$ cat config.mk
export PLATFORM = sky130hd
export DESIGN_NAME = sleep_wake_ctrl
export DESIGN_NICKNAME = d
export VERILOG_FILES = /design/src/rtl/sleep_wake_ctrl.sv
export SDC_FILE = /design/constraint.sdc
export NUM_CORES = 1
export LEC_CHECK = 0
export BUFFER_PORTS_ARGS = -buffer_cell sky130_fd_sc_hd__buf_2
export CAP_MARGIN = 20
export CORE_MARGIN = 3
export CORE_UTILIZATION = 39
export CTS_BUF_LIST = sky130_fd_sc_hd__clkbuf_16
export CTS_CLUSTER_DIAMETER = 150
export DETAILED_ROUTE_END_ITERATION = 8
export GPL_ROUTABILITY_DRIVEN = 0
export PLACE_DENSITY = 0.88
export SLEW_MARGIN = 40
export SYNTH_ARGS = -nofsm -noshare
export SYNTH_HDL_FRONTEND = slang
export SYNTH_SLANG_ARGS = --single-unit
$ cat constraint.sdc
create_clock -name clk -period 1.45 [get_ports clk]
set_input_delay 0.0725 -clock clk [delete_from_list [all_inputs] [get_ports clk]]
set_output_delay 0.0725 -clock clk [all_outputs]
set_load 0.05 [all_outputs]
$ cat src/rtl/sleep_wake_ctrl.sv
module sleep_wake_ctrl #(
  parameter int NIRQ = 8
) (
  input  logic            clk,
  input  logic            rst_n,
  input  logic            wfi_req,
  input  logic            wfe_req,
  input  logic            sev_pulse,
  input  logic            ext_event,
  input  logic [NIRQ-1:0] irq_pending,
  input  logic [NIRQ-1:0] irq_enable,
  input  logic [NIRQ-1:0] irq_prio_ok,
  input  logic            global_mask,
  input  logic            pend_wake_en,
  input  logic            dbg_req,
  input  logic            dbg_en,
  output logic            sleeping,
  output logic            wake,
  output logic            event_flag
);

  typedef enum logic [1:0] {ST_RUN, ST_WFI, ST_WFE} st_t;

  st_t             st;
  logic [NIRQ-1:0] pend_q;
  logic            elig, taken, pend_rise, any_evt;
  logic            wfi_hit, wfe_hit, run, take_wfi, take_wfe;

  assign elig      = |(irq_pending & irq_enable & irq_prio_ok);
  assign taken     = elig & ~global_mask;
  assign pend_rise = |(irq_pending & ~pend_q);
  assign any_evt   = sev_pulse | ext_event;
  assign wfi_hit   = elig | dbg_req;
  assign wfe_hit   = taken | (pend_wake_en & pend_rise) | (dbg_req & dbg_en) | any_evt;
  assign run       = (st == ST_RUN);
  assign take_wfi  = run & wfi_req;
  assign take_wfe  = run & wfe_req & ~wfi_req;
  assign sleeping  = ~run;

  always_ff @(posedge clk or negedge rst_n) begin
    if (!rst_n) begin
      st         <= ST_RUN;
      wake       <= 1'b0;
      event_flag <= 1'b0;
      pend_q     <= '0;
    end else begin
      pend_q <= irq_pending;
      wake   <= 1'b0;
      case (st)
        ST_RUN: begin
          if (take_wfi) begin
            if (wfi_hit) wake <= 1'b1;
            else         st   <= ST_WFI;
          end else if (take_wfe) begin
            if (event_flag || wfe_hit) wake <= 1'b1;
            else                       st   <= ST_WFE;
          end
        end
        ST_WFI: if (wfi_hit) begin st <= ST_RUN; wake <= 1'b1; end
        ST_WFE: if (wfe_hit) begin st <= ST_RUN; wake <= 1'b1; end
        default: st <= ST_RUN;
      endcase
      if (take_wfe)                        event_flag <= 1'b0;
      else if (any_evt && st != ST_WFE)    event_flag <= 1'b1;
    end
  end

  p_evt_set_r2: assert property (@(posedge clk) disable iff (!rst_n)
    (run && any_evt && !take_wfe) |=> event_flag);

  p_wfe_quick_r3: assert property (@(posedge clk) disable iff (!rst_n)
    (take_wfe && event_flag) |=> (!sleeping && wake && !event_flag));

  p_wfe_absorb_r8: assert property (@(posedge clk) disable iff (!rst_n)
    (st == ST_WFE) |=> !event_flag);

  p_wfi_events_r9: assert property (@(posedge clk) disable iff (!rst_n)
    (st == ST_WFI && !wfi_hit) |=> sleeping);

  p_exit_r10: assert property (@(posedge clk) disable iff (!rst_n)
    ((st == ST_WFI && wfi_hit) || (st == ST_WFE && wfe_hit)) |=> (!sleeping && wake));

  p_wake_awake_r10: assert property (@(posedge clk) disable iff (!rst_n)
    wake |-> !sleeping);

  p_prio_r12: assert property (@(posedge clk) disable iff (!rst_n)
    (run && wfi_req && wfe_req && !wfi_hit) |=> (st == ST_WFI));

endmodule

==> flow_metrics.py, run 1 <==
metrics = {
    "status": {
        "status": "finished, final reports clean",
    },
    "power": {
        "vdd_drop_max_v": 0.000872,
        "p_per_area_nw_per_um2": 1110,
        "finalPower_mw": 1.04,
        "leakage_nw": 0.480,
    },
    "cts": {
        "clk_latency_ns": 0.24,
        "root_buffer": "clkbuf_16",
        "h-tree-depth": 1,
        "cts_sinks": 12,
        "cts_setup_buffers": 0,
        "numCtsBuffers": 3,
        "clk_pin_slew_ns": 0.04,
        "cts_tree": "built",
        "cts_buffer_depth": 2,
    },
    "grt": {
        "grt-ovfl-total": 0,
        "gr-usage-all-layers_pct": 20.7,
        "grt_max_degree": 13,
        "grt_pass1_vias": 659,
        "grt_pass1_wl_um": 2780,
        "antenna_found_initial": 0,
    },
    "routing": {
        "drc": 0,
        "wl_met2_um": 1010,
        "met1Wirelength_um": 620,
        "drt-initial-drc-count": 22,
        "dr.pass1.iters": 4,
        "num_vias": 630,
        "wl_met3_um": 81,
        "routed.top_layer": "met4",
        "vias_per_cell": 5.34,
        "detail_route.wl_per_cell_um": 14.7,
        "drtAntennaViolNets": 0,
        "drt_wl_total_um": 1740,
    },
    "job": {
        "maxCapViolations": 0,
    },
    "yosys": {
        "syn_inst": 55,
        "yosys.cell_count.top_type": "dfrtp_1",
        "async_reset_ff_share_pct": 100,
        "synth.distinct_cells": 22,
        "synth_edf_count": 0,
        "yosysWarnings": 0,
        "ys_ff_latch": 12,
        "synth_area_um2": 551,
        "synth_area_leaders": "dfrtp_1 (55%), inv_1 (6.8%), nand3_1 (4.5%)",
        "syn_avg_cell_area_um2": 10.0,
        "synthFlopType": "dfrtp_1",
        "yosysTopAreaCell": "dfrtp_1",
        "synth_nets": 89,
        "synth_top_area_share_pct": 54.5,
        "ys_seq_area_share_pct": 54.5,
        "synth_common_cells": "dfrtp_1 (12), inv_1 (10), nand3_1 (5), nor2_1 (4), o22ai_1 (4)",
    },
    "floorplanning": {
        "dieHeight_um": 43.6,
        "initial_core_util_pct": 45.3,
        "core.rowCount": 12,
        "dieWidth_um": 43.6,
        "fp.dieArea_um2": 1900,
        "ios": 37,
        "coreArea_um2": 1220,
    },
    "worst_setup_path": {
        "r2r_start": "pend_q[2]",
        "start_kind": "flip-flop",
        "ff2ff_setup_slack_ns": 0.06,
        "worst_ep_arrival_time_ns": 1.51,
        "worstPathMaxFanout": 2,
        "crit_required_ns": 1.57,
        "reg2reg_depth": 4,
        "cp-end-kind": "flip-flop",
        "critPathKind": "flip-flop to flip-flop",
        "reg2reg_to": "wake",
    },
    "sta": {
        "finalHoldViolations": 0,
        "setup_viol": 0,
        "fin_skew_ns": 0.00164,
        "relSlewSlack_pct": 81.1,
        "fin_hold_ws_ns": 0.0392,
        "rsz0062_at_grt": "no",
        "totalNegativeSetupSlack_ns": 0,
        "final.setup.worst_slack_ns": 0.0645,
        "fin_crit_ns": 1.39,
        "fmax_mhz": 722,
        "slew_viol_final": 0,
        "finalCritPeriodShare_pct": 95.6,
        "tightestPinTransition_ns": 0.284,
    },
    "worst_hold_path": {
        "hold_start": "dbg_req",
        "hold_path_class": "input port to flip-flop",
        "min_path_cells": 2,
        "holdPathEnd": "st[0]",
    },
    "placement": {
        "dp_hpwl_um": 1280,
        "portBuffers": 36,
        "placed_area_um2": 748,
        "place_ws_ns": 0.0452,
    },
    "finish": {
        "areaGrowthSynthToFinish_pct": 71.4,
        "final_layout_size_suffix_gt1_share_pct": 43.3,
        "seq_area_um2": 300,
        "num_antenna_cells": 0,
        "fillers": 95,
        "multi_input_area_um2": 239,
        "design_area_um2": 943,
        "nets": 139,
    },
}
kinds of logic (layout without fill, tap and decap cells):
group                  after synthesis  after routing  share of synthesized area [%]
flip-flops                          12             12                           54.5
multiplexers                         1              1                           2.05
AND/OR/NAND/NOR                     17             17                           15.5
AO/OA/AOI/OAI                       15             15                           21.1
buffers and inverters               10             59                           6.82
through the flow:
stage	std cells	utilization, %
global placement	105	61.5
CTS	118	76.0
detailed placement	105	61.5
global route	118	77.6
finish	118	77.6
floorplan	55	-
timing repair:
item                                   4_1_cts  5_1_grt
pin swaps                                    0        3
endpoints found under the hold margin       20        0
hold buffers                                 9        0
gates cloned                                 0        0
setup endpoints to repair                    1        1
resized for setup                            1        2
critical path: stages (launching register included):
cell	delay, ns
dfrtp_1	0.34
o22ai_2	0.08
o41ai_2	0.33
nand2_1	0.16
a221o_2	0.35
report_power, final:
group	internal [mW]	total [mW]	switching, mW
combinational	0.0822	0.176	0.0935
clock	0.362	0.500	0.137
sequential	0.355	0.368	0.0122
sequential cells by signal, summed over array words and instances, names as in the netlist:
name and count:
st 2, wake 1, event_flag 1, pend_q 8
how the worst max path moves through the flow:
stage,startpoint,endpoint,slack [ns]
after detailed placement,pend_q[4],wake,0.05
after floorplan,pend_q[6],wake,0.19
after global placement,pend_q[6],wake,0.14
after CTS,pend_q[6],st[1],0.04
after global routing,pend_q[2],st[1],0.007
final,pend_q[2],wake,0.06
cell usage in the layout (no fill, tap or decap), types with 2 or more instances in the layout:
cell type,count
buf_2,36
nor2_1,4
dlygate4sd3_1,9
nand2_1,2
inv_1,10
a21oi_1,2
and3_1,2
nand3_1,5
dfrtp_1,12
clkbuf_16,3
o22ai_1,3
layer usage:
layer	vias to the layer above	GRT usage, %
met1	309	20.1
met4	0	9.04
met5	-	0
met3	2	6.22
met2	18	39.2
li1	301	-
layout make-up:
| type | instances | area share, % |
|---|---|---|
| clock buffers | 3 | 7.96 |
| well taps | 14 | 1.86 |
| inverters | 10 | 3.98 |
| flip-flops and latches | 12 | 31.8 |
| multi-input cells | 33 | 25.3 |
| clock inverters | 1 | 0.398 |
| repair buffers | 45 | 28.6 |
Note: power is estimated with default switching activity, not from simulation.
==> run 2: changes to the inputs <==
--- a/config.mk
+++ b/config.mk
@@ -8,12 +8,12 @@
 export BUFFER_PORTS_ARGS = -buffer_cell sky130_fd_sc_hd__buf_2
 export CAP_MARGIN = 20
 export CORE_MARGIN = 3
-export CORE_UTILIZATION = 39
+export CORE_UTILIZATION = 35
 export CTS_BUF_LIST = sky130_fd_sc_hd__clkbuf_16
 export CTS_CLUSTER_DIAMETER = 150
 export DETAILED_ROUTE_END_ITERATION = 8
 export GPL_ROUTABILITY_DRIVEN = 0
-export PLACE_DENSITY = 0.88
+export PLACE_DENSITY = 0.84
 export SLEW_MARGIN = 40
 export SYNTH_ARGS = -nofsm -noshare
 export SYNTH_HDL_FRONTEND = slang
==> constraint.sdc (replaced) <==
create_clock -name clk -period 1.2 [get_ports clk]
set_input_delay 0.06 -clock clk [delete_from_list [all_inputs] [get_ports clk]]
set_output_delay 0.06 -clock clk [all_outputs]
set_load 0.05 [all_outputs]
==> flow_metrics.py, run 2 (synthesis gave the netlist of run 1 again) <==
metrics = {
    "sta": {
        "finalHoldViolations": 0,
        "tightestPinTransition_ns": 0.306,
        "slew_viol_final": 0,
        "final.setup.worst_slack_ns": -0.121,
        "finalCritPeriodShare_pct": 110,
        "setup_viol": 2,
        "fin_skew_ns": 0.00269,
        "fmax_mhz": 757,
        "relSlewSlack_pct": 79.5,
        "rsz0062_at_grt": "yes",
        "fin_crit_ns": 1.32,
        "fin_hold_ws_ns": 0.0143,
    },
    "routing": {
        "routed.top_layer": "met3",
        "drtAntennaViolNets": 0,
        "drt-initial-drc-count": 17,
        "drc": 0,
        "dr.pass1.iters": 4,
        "wl_met3_um": 81,
        "num_vias": 632,
        "wl_met2_um": 940,
        "vias_per_cell": 5.06,
        "drt_wl_total_um": 1720,
        "detail_route.wl_per_cell_um": 13.8,
        "met1Wirelength_um": 697,
    },
    "floorplanning": {
        "dieHeight_um": 45.7,
        "initial_core_util_pct": 39.8,
        "fp.dieArea_um2": 2080,
        "coreArea_um2": 1380,
        "dieWidth_um": 45.7,
        "core.rowCount": 13,
        "ios": 37,
    },
    "grt": {
        "antenna_found_initial": 0,
        "grt_pass1_vias": 635,
        "gr-usage-all-layers_pct": 18.4,
        "grt-ovfl-total": 0,
        "grt_pass1_wl_um": 2780,
        "grt_max_degree": 13,
    },
    "cts": {
        "cts_tree": "built",
        "cts_sinks": 12,
        "clk_latency_ns": 0.23,
        "numCtsBuffers": 3,
        "cts_buffer_depth": 2,
        "root_buffer": "clkbuf_16",
        "clk_pin_slew_ns": 0.04,
        "h-tree-depth": 1,
    },
    "finish": {
        "areaGrowthSynthToFinish_pct": 82.0,
        "fin_cells": 125,
        "top_regs": "pend_q: 8 flops, st: 2 flops",
        "final_cell_mix": "buf_2 (35), dfrtp_1 (11), inv_1 (10)",
        "top_register": "pend_q",
        "seq_area_um2": 302,
        "fillers": 99,
        "largest_reg_flops": 8,
        "nets": 145,
        "final_layout_size_suffix_gt1_share_pct": 51.8,
        "layout_commonest_cell": "buf_2",
        "multi_input_area_um2": 251,
        "num_antenna_cells": 0,
    },
    "power": {
        "leakage_nw": 0.514,
        "vdd_drop_max_v": 0.00171,
        "p_per_area_nw_per_um2": 1270,
    },
    "worst_setup_path": {
        "crit_chain": "o22ai_2 > o41ai_2 > nand2_1 > a221o_2",
        "worst_ep_arrival_time_ns": 1.44,
        "r2r_start": "pend_q[5]",
        "crit_required_ns": 1.31,
        "reg2reg_to": "wake",
        "ff2ff_setup_slack_ns": -0.12,
        "cp_slowest_cell": "a221o_2",
        "start_kind": "flip-flop",
        "path_delay_family": "compound AO/OA/AOI/OAI gates",
        "critPathKind": "flip-flop to flip-flop",
        "worstPathMaxFanout": 2,
        "critPathMaxStageDelay_ns": 0.35,
        "cp-end-kind": "flip-flop",
        "reg2reg_depth": 4,
        "critical_path_buf_inv_count": 0,
    },
    "placement": {
        "dp_cells": 112,
        "dp_hpwl_um": 1290,
        "portBuffers": 36,
    },
    "job": {
        "maxCapViolations": 0,
    },
    "worst_hold_path": {
        "hold_path_class": "input port to flip-flop",
        "hold_start": "dbg_req",
        "min_path_cells": 2,
        "holdPathEnd": "st[0]",
    },
    "status": {
        "failed_checks": "setup timing",
        "status": "complete, but fails checks",
    },
}
-- run 2: changes by cell type in the layout (fill, tap and decap cells not counted), sizes merged --
cell         change
buf              +9
dlygate4sd3      -3
-- run 2: worst max path at each step --
stage	startpoint	end	slack [ns]	depth (start not counted)
2_1_floorplan	pend_q[6]	wake	-0.06	4
3_3_place_gp	pend_q[5]	wake	-0.11	4
3_5_place_dp	pend_q[4]	st[1]	-0.25	4
4_1_cts	pend_q[5]	wake	-0.16	4
5_1_grt	pend_q[0]	st[1]	-0.17	5
6_report	pend_q[5]	wake	-0.12	4
-- run 2: what timing repair did --
action                                  in CTS  in global routing
setup buffers                                2                  1
resized for setup                            6                  2
hold buffers                                 6                  0
endpoints found under the setup margin       3                  4
pin swaps                                    5                  2
endpoints found under the hold margin       17                  0
-- run 2: cell type report --
type / instances / share of cell area (%)
Timing Repair Buffer: 51 / 31.3
Multi-Input combinational cell: 33 / 25.1
Sequential cell: 12 / 30.1
Tap cell: 15 / 1.87
Inverter: 10 / 3.75
Clock buffer: 3 / 7.49
Clock inverter: 1 / 0.375
-- run 2: metrics by stage --
| stage | total power [mW] | setup slack, ns | cell area (um^2) | setup TNS (ns) | util (%) |
|---|---|---|---|---|---|
| 2_1_floorplan | 0.535 | -0.0587 | 551 | -0.0873 | - |
| 3_3_place_gp | 0.639 | -0.106 | 795 | -0.245 | 57.5 |
| 3_5_place_dp | 0.647 | -0.251 | 795 | -0.559 | 57.5 |
| 4_1_cts | 1.28 | -0.156 | 985 | -0.271 | 71.2 |
| 5_1_grt | 1.34 | -0.165 | 1000 | -0.326 | 72.5 |
| 6_report | 1.28 | -0.121 | 1000 | -0.217 | 72.5 |
-- run 2: metal layers --
layer | track usage (%) | vias up
met1 | 22.1 | 298
met4 | 0 | 0
met5 | 0 | -
li1 | - | 313
met2 | 33.4 | 21
met3 | 5.93 | 0
-- run 2: report_power, final --
part           leakage, nW  switching, mW  internal [mW]
clock network       0.0385          0.159          0.437
logic                0.336          0.123          0.118
registers            0.140         0.0117          0.429
total                0.514          0.293          0.984
==> run 3: changes to the inputs <==
--- a/config.mk
+++ b/config.mk
@@ -7,13 +7,16 @@
 export LEC_CHECK = 0
 export BUFFER_PORTS_ARGS = -buffer_cell sky130_fd_sc_hd__buf_2
 export CAP_MARGIN = 20
+export CELL_PAD_IN_SITES_DETAIL_PLACEMENT = 0
+export CELL_PAD_IN_SITES_GLOBAL_PLACEMENT = 1
 export CORE_MARGIN = 3
-export CORE_UTILIZATION = 35
+export CORE_UTILIZATION = 25
 export CTS_BUF_LIST = sky130_fd_sc_hd__clkbuf_16
 export CTS_CLUSTER_DIAMETER = 150
 export DETAILED_ROUTE_END_ITERATION = 8
 export GPL_ROUTABILITY_DRIVEN = 0
-export PLACE_DENSITY = 0.84
+export MAX_ROUTING_LAYER = met4
+export PLACE_DENSITY = 0.85
 export SLEW_MARGIN = 40
 export SYNTH_ARGS = -nofsm -noshare
 export SYNTH_HDL_FRONTEND = slang
==> flow_metrics.py, run 3 (synthesis gave the netlist of run 1 again) <==
metrics = {
    "placement": {
        "dp_hpwl_um": 1250,
        "placed_area_um2": 810,
        "portBuffers": 36,
        "dp_cells": 124,
    },
    "worst_setup_path": {
        "critical_path_buf_inv_count": 0,
        "crit_chain": "o22ai_2 > o41ai_2 > nand2_1 > a221o_2",
        "reg2reg_depth": 4,
        "cp_slowest_cell": "a221o_2",
        "ff2ff_setup_slack_ns": -0.12,
        "path_delay_family": "compound AO/OA/AOI/OAI gates",
        "reg2reg_to": "wake",
        "crit_required_ns": 1.32,
        "critPathMaxStageDelay_ns": 0.36,
        "r2r_start": "pend_q[6]",
        "worst_ep_arrival_time_ns": 1.44,
        "cp-end-kind": "flip-flop",
        "start_kind": "flip-flop",
        "worstPathMaxFanout": 2,
        "critPathKind": "flip-flop to flip-flop",
    },
    "cts": {
        "clk_latency_ns": 0.24,
        "h-tree-depth": 1,
        "cts_sinks": 12,
        "clk_pin_slew_ns": 0.04,
        "numCtsBuffers": 3,
        "cts_buffer_depth": 2,
        "root_buffer": "clkbuf_16",
        "cts_tree": "built",
    },
    "finish": {
        "fin_cells": 137,
        "largest_reg_flops": 8,
        "num_antenna_cells": 0,
        "final_layout_size_suffix_gt1_share_pct": 52.7,
        "final_cell_mix": "buf_2 (35), dfrtp_1 (11), inv_1 (10)",
        "final_util_pct": 51.5,
        "areaGrowthSynthToFinish_pct": 89.3,
        "top_register": "pend_q",
        "nets": 145,
        "design_area_um2": 1040,
        "top_regs": "pend_q: 8 flops, st: 2 flops",
        "fillers": 177,
        "layout_commonest_cell": "buf_2",
    },
    "routing": {
        "drt_wl_total_um": 1680,
        "vias_per_cell": 4.64,
        "detail_route.wl_per_cell_um": 12.3,
        "drc": 0,
        "num_vias": 636,
        "dr.pass1.iters": 2,
        "drt-initial-drc-count": 1,
        "drtAntennaViolNets": 0,
    },
    "grt": {
        "grt_pass1_vias": 705,
        "grt_max_degree": 13,
        "grt-ovfl-total": 0,
        "antenna_found_initial": 0,
        "gr-usage-all-layers_pct": 14.8,
        "grt_pass1_wl_um": 2860,
    },
    "power": {
        "switching_power_mw": 0.303,
        "comb_power_share_pct": 19.6,
        "vdd_drop_max_v": 0.000814,
        "power.internal_mw": 0.994,
        "seqPwrFrac_pct": 34.0,
        "p_per_area_nw_per_um2": 1240,
        "clock_power_share_pct": 46.4,
        "finalPower_mw": 1.30,
        "leakage_nw": 0.517,
        "swShare_pct": 23.4,
    },
    "sta": {
        "setup_viol": 2,
        "finalHoldViolations": 0,
        "final.setup.worst_slack_ns": -0.123,
        "slew_viol_final": 0,
        "fmax_mhz": 756,
        "relSlewSlack_pct": 80.6,
        "tightestPinTransition_ns": 0.289,
        "totalNegativeSetupSlack_ns": -0.220,
        "rsz0062_at_grt": "yes",
        "finalCritPeriodShare_pct": 110,
        "fin_skew_ns": 0.00389,
        "fin_crit_ns": 1.32,
    },
    "worst_hold_path": {
        "hold_path_class": "input port to flip-flop",
        "hold_start": "irq_pending[3]",
        "min_path_cells": 2,
        "holdPathEnd": "pend_q[3]",
    },
    "status": {
        "status": "complete, but fails checks",
        "failed_checks": "setup timing",
    },
    "job": {
        "maxCapViolations": 0,
    },
    "floorplanning": {
        "core.rowCount": 16,
        "fp.dieArea_um2": 2800,
        "initial_core_util_pct": 27.2,
        "dieHeight_um": 52.9,
        "coreArea_um2": 2020,
        "ios": 37,
        "dieWidth_um": 52.9,
    },
}
-- run 3: cell counts in the layout (fill, tap and decap cells not counted) --
No cell type changed its count.
-- run 3: area by class of cell --
| class | instances | area [um^2] | share of cell area [%] |
|---|---|---|---|
| Inverter | 10 | 37.5 | 3.60 |
| Clock inverter | 1 | 3.75 | 0.360 |
| Tap cell | 27 | 33.8 | 3.24 |
| Timing Repair Buffer | 51 | 322 | 30.9 |
| Multi-Input combinational cell | 33 | 269 | 25.8 |
| Sequential cell | 12 | 302 | 28.9 |
| Clock buffer | 3 | 75.1 | 7.20 |
-- run 3: timing repair --
item	in CTS	in global routing
gates resized for setup	6	7
hold buffers	6	0
setup buffers	2	1
endpoints found under the hold margin	17	0
pin swaps	4	2
setup endpoints to repair	3	5
-- run 3: stage by stage --
step	hold WS, ns	setup WS [ns]
5_1_grt	0.0403	-0.257
6_report	0.0401	-0.123
3_3_place_gp	-0.0596	-0.122
4_1_cts	0.0225	-0.130
3_5_place_dp	-0.0526	-0.151
2_1_floorplan	-0.236	-0.0587
-- run 3: how the worst max path moves through the flow --
stage	startpoint	end	slack (ns)	cells past startpoint
after floorplan	pend_q[6]	wake	-0.06	4
after global placement	pend_q[6]	wake	-0.12	4
after detailed placement	pend_q[6]	wake	-0.15	4
after CTS	pend_q[2]	wake	-0.13	4
after global routing	pend_q[5]	wake	-0.26	4
final	pend_q[6]	wake	-0.12	4
-- run 3: power by group through the flow --
stage / Combinational (mW) / Sequential, mW / Clock [mW]
final: 0.254 / 0.441 / 0.602
after detailed placement: 0.201 / 0.446 / 0
after global placement: 0.198 / 0.444 / 0
after floorplan: 0.0628 / 0.472 / 0
after CTS: 0.236 / 0.440 / 0.609
after global routing: 0.278 / 0.443 / 0.633
-- run 3: routing by layer --
layer	track usage (%)	share of wire [%]	wire, um	vias up
met3	3.66	5.1	85	4
met5	-	0	0	-
met1	14.8	39	654	305
met4	7.66	2.2	37	0
li1	-	-	-	312
met2	26.2	54	901	15
